[config.mk]
export PLATFORM = sky130hd
export DESIGN_NAME = pdm_modulator
export DESIGN_NICKNAME = d
export VERILOG_FILES = /design/src/rtl/pdm_pkg.sv /design/src/rtl/pdm_trap_ref.sv /design/src/rtl/pdm_carrier_bank.sv /design/src/rtl/pdm_modulator.sv
export SDC_FILE = /design/constraint.sdc
export NUM_CORES = 1
export LEC_CHECK = 0
export BUFFER_PORTS_ARGS = -buffer_cell sky130_fd_sc_hd__buf_2
export CAP_MARGIN = 40
export CORE_MARGIN = 1.5
export CORE_UTILIZATION = 52
export DETAILED_ROUTE_END_ITERATION = 6
export HOLD_SLACK_MARGIN = 0.05
export PLACE_DENSITY_LB_ADDON = 0.25
export SYNTH_ARGS = -nofsm -noshare
export SYNTH_HDL_FRONTEND = slang
export SYNTH_HIERARCHICAL = 1
export SYNTH_SLANG_ARGS = --single-unit
[constraint.sdc]
create_clock -name clk -period 33.9 [get_ports clk]
set_input_delay 0 -clock clk [delete_from_list [all_inputs] [get_ports clk]]
set_output_delay 0 -clock clk [all_outputs]
set_load 0.005 [all_outputs]
[src/rtl/pdm_pkg.sv]
package pdm_pkg;

    // Sine table geometry
    localparam int SIN_BITS  = 12;
    localparam int LUT_DEPTH = 64;
    localparam int LUT_AW    = $clog2(LUT_DEPTH);
    localparam int CIDX_W    = LUT_AW + 1;          // index over half a sine period
    localparam int HALF_SINE = 2 * LUT_DEPTH;       // samples per carrier cycle

    // Band stack
    localparam int NBANDS  = 3;
    localparam int BAND_H  = 2 ** SIN_BITS;         // one band in single scale
    localparam int CMD_W   = 2 * NBANDS;
    localparam int LVL_W   = $clog2(NBANDS + 1) + 1;
    localparam int SMP_W   = 16;

    typedef logic signed [SMP_W-1:0] smp_t;
    typedef logic [LUT_DEPTH-1:0][SIN_BITS-1:0] sine_lut_t;

    // Rational sine approximation at half-sample offsets (k + 0.5) / (4 * depth) of a turn,
    // computed at elaboration so the table mirrors exactly about its peak.
    function automatic sine_lut_t build_sine_lut();
        sine_lut_t tbl;
        longint    n2;
        longint    q;
        n2 = longint'(4 * LUT_DEPTH);
        for (int k = 0; k < LUT_DEPTH; k++) begin
            q      = longint'(2 * k + 1) * (n2 - 1 - longint'(2 * k));
            tbl[k] = SIN_BITS'((longint'(BAND_H - 1) * 16 * q) / (5 * n2 * n2 - 4 * q));
        end
        return tbl;
    endfunction

endpackage

[src/rtl/pdm_trap_ref.sv]
module pdm_trap_ref
    import pdm_pkg::*;
#(
    parameter int RATIO   = 40,
    parameter int MI_PM   = 1000,
    parameter int CLIP_PM = 800,
    parameter int PH_W    = 13
) (
    input  logic [PH_W-1:0] ph_i,
    output smp_t            trap_o
);
    localparam int PER   = HALF_SINE * RATIO;
    localparam int HALF  = PER / 2;
    localparam int QTR   = PER / 4;
    localparam int AMP   = NBANDS * BAND_H * MI_PM / 1000;
    localparam int SLOPE = int'((longint'(AMP) * 65536) / longint'(QTR));
    localparam int LIM   = AMP * CLIP_PM / 1000;

    logic            neg;
    logic [PH_W-1:0] m;
    logic [PH_W-1:0] x;
    logic [47:0]     prod;
    smp_t            ramp;
    smp_t            mag;

    always_comb begin
        neg    = (ph_i >= PH_W'(HALF));
        m      = neg ? (ph_i - PH_W'(HALF)) : ph_i;
        x      = (m <= PH_W'(QTR)) ? m : (PH_W'(HALF) - m);
        prod   = 48'(x) * 48'(SLOPE);
        ramp   = smp_t'(prod >> 16);
        mag    = (ramp > smp_t'(LIM)) ? smp_t'(LIM) : ramp;
        trap_o = neg ? -(mag <<< 1) : (mag <<< 1);
    end

endmodule

[src/rtl/pdm_carrier_bank.sv]
module pdm_carrier_bank
    import pdm_pkg::*;
(
    input  logic [CIDX_W-1:0]     idx_i,
    output smp_t [NBANDS-1:0]     up_o,
    output smp_t [NBANDS-1:0]     lo_o
);
    localparam sine_lut_t LUT = build_sine_lut();

    logic [LUT_AW-1:0]   addr;
    logic [SIN_BITS-1:0] s;

    // Second quarter of the half period reads the table backwards.
    assign addr = idx_i[LUT_AW] ? ~idx_i[LUT_AW-1:0] : idx_i[LUT_AW-1:0];
    assign s    = LUT[addr];

    for (genvar b = 0; b < NBANDS; b++) begin : g_band
        localparam int TOP = (2 * b + 2) * BAND_H - 1;   // odd band ceiling at double scale
        assign up_o[b] = smp_t'(TOP) - smp_t'({s, 1'b0});
        assign lo_o[b] = -up_o[b];
    end

endmodule

[src/rtl/pdm_modulator.sv]
module pdm_modulator
    import pdm_pkg::*;
#(
    parameter int CARRIER_RATIO = 40,
    parameter int MOD_INDEX_PM  = 1000,
    parameter int CLIP_PM       = 800
) (
    input  logic                    clk,
    input  logic                    rst_n,
    output logic signed [LVL_W-1:0] level_o,
    output logic [CMD_W-1:0]        cmd_o
);
    localparam int PERIOD = HALF_SINE * CARRIER_RATIO;
    localparam int PH_W   = $clog2(PERIOD);

    typedef struct packed {
        logic [PH_W-1:0]         ph;
        logic signed [LVL_W-1:0] level;
        logic [CMD_W-1:0]        cmd;
    } state_t;

    localparam state_t RST_ST = '{ph: '0, level: '0, cmd: {{NBANDS{1'b1}}, {NBANDS{1'b0}}}};

    state_t              st_d, st_q;
    smp_t                trap;
    smp_t [NBANDS-1:0]   car_up;
    smp_t [NBANDS-1:0]   car_lo;
    logic [CMD_W-1:0]    hit;

    pdm_trap_ref #(
        .RATIO  (CARRIER_RATIO),
        .MI_PM  (MOD_INDEX_PM),
        .CLIP_PM(CLIP_PM),
        .PH_W   (PH_W)
    ) u_ref (
        .ph_i  (st_q.ph),
        .trap_o(trap)
    );

    pdm_carrier_bank u_car (
        .idx_i(st_q.ph[CIDX_W-1:0]),
        .up_o (car_up),
        .lo_o (car_lo)
    );

    for (genvar b = 0; b < NBANDS; b++) begin : g_cmp
        assign hit[b]          = ($signed(trap) > $signed(car_up[b]));
        assign hit[NBANDS + b] = ($signed(trap) > $signed(car_lo[b]));
    end

    always_comb begin
        logic signed [LVL_W-1:0] acc;
        st_d    = st_q;
        st_d.ph = (st_q.ph == PH_W'(PERIOD - 1)) ? '0 : st_q.ph + 1'b1;
        // set upper bits add, clear lower bits subtract: sum of all set bits minus band count
        acc = LVL_W'(-NBANDS);
        for (int b = 0; b < CMD_W; b++) begin
            acc = acc + {{(LVL_W-1){1'b0}}, hit[b]};
        end
        st_d.level = acc;
        st_d.cmd   = hit;
    end

    always_ff @(posedge clk) begin
        if (!rst_n) st_q <= RST_ST;
        else        st_q <= st_d;
    end

    assign level_o = st_q.level;
    assign cmd_o   = st_q.cmd;

endmodule

==> impl_metrics.toml, run 1 <==
[clocking]
htree_levels = 1
cts_tree = "built"
cts_buffers = 3
clk_pin_slew_worst_paths_ns = 0.06
cts_setup_buffers = 0
clock_sinks = 22
cts_hold_buf = 0
insertion_delay_ns = 0.26
clockRootBuffer = "clkbuf_16"
cts_resized = 0
cts.path.max_buffers = 2

[sta]
rsz0062_at_grt = "no"
hold_ws_ns = 0.1615
drv_slew = 0
tightest_slew_ns = 0.8490
worst_slack_ns = 18.66
fmax_mhz = 65.62
final.period_utilization = 0.4495
skew_ns = 0.003168
fin_crit_ns = 15.24
finalSetupViolations = 0
hold_viol = 0
maxSlewHeadroom = 0.4302
fin_tns_setup_ns = 0

[die]
num_rows = 52
die_w_um = 148.3
die_h_um = 148.3
initial_utilization = 0.5358
core_um2 = 20490
die-area_um2 = 22000
io_pins = 11

[outcome]
outcome = "finished, final reports clean"

[routing]
drt-total-wl_um = 27690
wl_per_cell_um = 17.02
drt_iter0_markers = 707
drc = 0
first_pass_iters = 6
viasPerCell = 5.956
dr_total_vias = 9691
final_antenna_net_count = 0

[flow_run]
cap_violations = 0

[placement]
dp_hpwl_um = 22030
gp_congestion = 0.8952
portBuffers = 10
place_ws_ns = 18.78
place_inst = 1623

[pwr]
power_leakage_nw = 5.348
vdd_ir_drop_max_v = 0.00001494
p_per_area_nw_per_um2 = 15.38

[critical_path]
endpoint_kind = "flop"
cp.required_ns = 34.06
path_common_cell = "fa_1"
slowest_delay_ns = 0.63
arrival_ns = 15.40
cp-start-kind = "flop"
cpMaxStageDelayCell = "or4_4"
crit_fanout = 65
worstSetupPathType = "flop to flop"

[yosys]
syn-instance-count = 1454
netlist-cell-type-count = 100
synthTopCellsByArea = "ha_1 22%, fa_1 9.3%, inv_1 7.6%"
synth_top_area_frac = 0.2199
syn-cell-area_um2 = 10980
yosys.area.top_type = "ha_1"
async_reset_ff_frac = 0
syn_area_per_cell_um2 = 7.553
synth_warnings = 6
seq_area_frac_synth = 0.04010
synth-seq-cells = 22
synth_edf_count = 0
synthFlopType = "dfxtp_1"

[final_layout]
utilization = 0.5235
finalNonFillerCells = 1627
nFillCells = 2011
n_antenna_cell = 0
syn_to_final_growth_pct = -2.302
final_common_cell = "inv_1"
final_layout_size_suffix_gt1_frac = 0.05601
layout_common_cells = "223 x inv_1, 193 x ha_1, 99 x a21oi_1, 97 x nor2_1, 69 x nand2_1"
fin_nets = 1604

[hold_path]
min-delay-path-class = "primary input to flop"

[global_routing]
overflow = 0
grt_pass1_vias = 9416
grt_first_pass_wirelength_um = 46730
grt_usage = 0.2581
grt_max_degree = 66
antenna_found_initial = 0
-- state kept, by name, summed over array words and instances (netlist names) --
name and cells:
level_o 3, cmd_o 6, st_q 13
-- metrics by stage --
stage / total power [mW] / area, µm²
2_1_floorplan: 0.1177 / 11060
3_3_place_gp: 0.1273 / 10610
3_5_place_dp: 0.1294 / 10620
4_1_cts: 0.1644 / 10730
5_1_grt: 0.1806 / 10730
6_report: 0.1650 / 10730
-- synth_stat cells, types with 22 or more instances --
cell type / n
fa_1: 51
ha_1: 193
nand3_1: 22
nor2_1: 97
nand2_1: 69
inv_1: 223
o211ai_1: 23
o21ai_0: 54
dfxtp_1: 22
a211oi_1: 23
buf_2: 26
a21oi_1: 99
nand4_1: 28
nor3_1: 25
nand2b_1: 24
clkbuf_1: 27
buf_4: 88
-- cell type report --
type / instances / area [µm²] / share of cell area
multi-input cells: 1085 / 8861 / 0.8259
flip-flops and latches: 22 / 446.7 / 0.04163
repair buffers: 22 / 137.6 / 0.01283
well taps: 270 / 337.8 / 0.03149
clock buffers: 3 / 75.07 / 0.006997
clock inverters: 1 / 30.03 / 0.002799
inverters: 224 / 840.8 / 0.07837
-- path summary, 6_finish.rpt --
check | start | to | slack (ns) | cells past startpoint
hold reg to reg | st_q[21] | st_q[21] | 0.64 | 2
setup / recovery | st_q[12] | level_o[1] | 18.66 | 49
setup reg to reg | st_q[12] | level_o[1] | 18.66 | 49
hold / removal | rst_n | st_q[21] | 0.16 | 2
-- worst max-delay path: cells and delay by family (launching register included) --
family | cells | cell delay, ns
DFF | 1 | 0.31
AOI/OAI and AO/OA | 17 | 5.98
xor gates and xnor gates | 1 | 0.35
buffers and inverters | 7 | 0.64
adders and majority gates | 12 | 4.91
and+or+nand+nor | 11 | 2.61
muxes | 1 | 0.32
-- routing by layer --
layer,share of wire,up-vias,track usage
li1,-,4851,-
met1,0.44,4534,0.3391
met2,0.49,268,0.4610
met3,0.046,38,0.009202
met4,0.023,0,0.07475
met5,0,-,0
-- power by group --
| part | internal [mW] | total [mW] | switching (mW) |
|---|---|---|---|
| logic | 0.0388 | 0.104 | 0.0648 |
| registers | 0.0271 | 0.0274 | 0.000295 |
| clock network | 0.0235 | 0.0340 | 0.0105 |
| total | 0.0894 | 0.165 | 0.0756 |
-- kinds of logic after synthesis --
| family | share of synthesized area |
|---|---|
| AO/OA/AOI/OAI | 0.2360 |
| XOR/XNOR | 0.04455 |
| adder cells (fa/ha/maj) | 0.3129 |
| buffers and inverters | 0.1605 |
| flip-flops | 0.04010 |
| multiplexers | 0.02655 |
| other | 0.001025 |
| AND/OR/NAND/NOR | 0.1784 |
Note: power is estimated with default switching activity, not from simulation.
==> run 2, diff against run 1 <==
==> constraint.sdc (replaced) <==
create_clock -name clk -period 13.1 [get_ports clk]
set_input_delay 0 -clock clk [delete_from_list [all_inputs] [get_ports clk]]
set_output_delay 0 -clock clk [all_outputs]
set_load 0.005 [all_outputs]
==> impl_metrics.toml, run 2 (same netlist as run 1, synthesis figures left out) <==
[final_layout]
nFillCells = 1978
seqCellArea_um2 = 446.7
finalNonFillerCells = 1657
fin_area_um2 = 11090
largest_reg_flops = 13
layout_common_cells = "223 x inv_1, 190 x ha_1, 97 x nor2_1, 94 x a21oi_1, 69 x nand2_1"
largest-register = "st_q"
fin_nets = 1634
n_antenna_cell = 0
syn_to_final_growth_pct = 0.9681
final_common_cell = "inv_1"
multi_input_area_um2 = 8992
final_layout_size_suffix_gt1_frac = 0.09445

[global_routing]
grt_max_degree = 79
overflow = 0
grt_pass1_vias = 9538
grt_usage = 0.2549
grt_first_pass_wirelength_um = 46360
antenna_found_initial = 0

[die]
core_um2 = 20490
num_rows = 52
io_pins = 11
die_w_um = 148.3
die-area_um2 = 22000
initial_utilization = 0.5358
die_h_um = 148.3

[routing]
viasPerCell = 5.978
wl_per_cell_um = 16.71
drc = 0
final_antenna_net_count = 0
first_pass_iters = 6
drt_iter0_markers = 770
drt-total-wl_um = 27700
dr_total_vias = 9906

[clocking]
cts_hold_buf = 0
clk_pin_slew_worst_paths_ns = 0.06
clock_sinks = 22
clockRootBuffer = "clkbuf_16"
insertion_delay_ns = 0.26
cts_tree = "built"
cts_buffers = 3
cts.path.max_buffers = 2
htree_levels = 1

[outcome]
outcome = "finished, final reports clean"

[hold_path]
min-delay-path-class = "primary input to flop"

[sta]
tightest_slew_ns = 0.9791
fin_crit_ns = 12.48
skew_ns = 0.004226
maxSlewHeadroom = 0.3450
hold_viol = 0
finalSetupViolations = 0
fmax_mhz = 80.13
drv_slew = 0
final.period_utilization = 0.9527

[critical_path]
arrival_ns = 12.64
cp.required_ns = 13.26
crit_fanout = 9
worstSetupPathType = "flop to flop"
cp-start-kind = "flop"
endpoint_kind = "flop"
path_common_cell = "fa_1"
cpMaxStageDelayCell = "or4_4"
slowest_delay_ns = 0.57

[pwr]
power_leakage_nw = 5.535
p_per_area_nw_per_um2 = 38.85
vdd_ir_drop_max_v = 0.00003818

[placement]
dp_hpwl_um = 21880
gp_congestion = 0.9227
place_inst = 1648
placed_area_um2 = 10810
portBuffers = 10

[flow_run]
cap_violations = 0
run 2: cell type report:
cell class              count  share of cell area
multi-input cells        1085              0.8110
inverters                 224             0.07583
flip-flops and latches     22             0.04028
repair buffers             52             0.03295
well taps                 270             0.03047
clock buffers               3            0.006771
clock inverters             1            0.002708
run 2: path summary, 6_finish.rpt:
kind,startpoint,end,slack (ns),depth (start not counted)
worst max-delay path,st_q[11],level_o[1],0.62,48
worst min-delay path,rst_n,st_q[21],0.15,2
worst max register to register,st_q[11],level_o[1],0.62,48
worst min register to register,st_q[17],st_q[17],0.65,3
run 2: metrics by stage:
stage / utilization / hold WS (ns) / worst slack, ns / total power [mW] / setup TNS (ns)
global placement: 0.5277 / 0.3787 / 0.08531 / 0.3325 / 0
CTS: 0.5330 / 0.1517 / 0.07704 / 0.4254 / 0
detailed placement: 0.5277 / 0.3761 / 0.03854 / 0.3365 / 0
global route: 0.5410 / 0.1640 / -0.01250 / 0.4705 / -0.01250
finish: 0.5410 / 0.1509 / 0.6201 / 0.4307 / 0
floorplan: - / 0.1519 / 0.2398 / 0.3047 / 0
run 2: layer usage:
| layer | GRT usage | vias up | wire length (µm) |
|---|---|---|---|
| li1 | - | 4897 | - |
| met1 | 0.3360 | 4661 | 12370 |
| met2 | 0.4593 | 302 | 13450 |
| met3 | 0.01104 | 46 | 1292 |
| met4 | 0.05842 | 0 | 580 |
| met5 | 0 | - | 0 |
run 2: power by group:
part           internal [mW]  switching, mW  leakage (nW)
logic                  0.104          0.169          5.30
registers             0.0700       0.000891         0.182
clock network         0.0608         0.0264        0.0511
run 2: what timing repair did:
item	in CTS	in global routing
resized for setup	1	30
endpoints found under the setup margin	1	3
pin swaps	0	6
buffers inserted	0	5
hold endpoints to repair	0	0
run 2: worst max-delay path: cells and delay by family (launching register included):
kind            cells  cell delay (ns)
buf+inv             7             0.71
xor+xnor            2             0.37
simple gates       12             3.07
compound gates     14             3.01
flops               1             0.32
fa+ha+maj          12             4.56
mux                 1             0.31
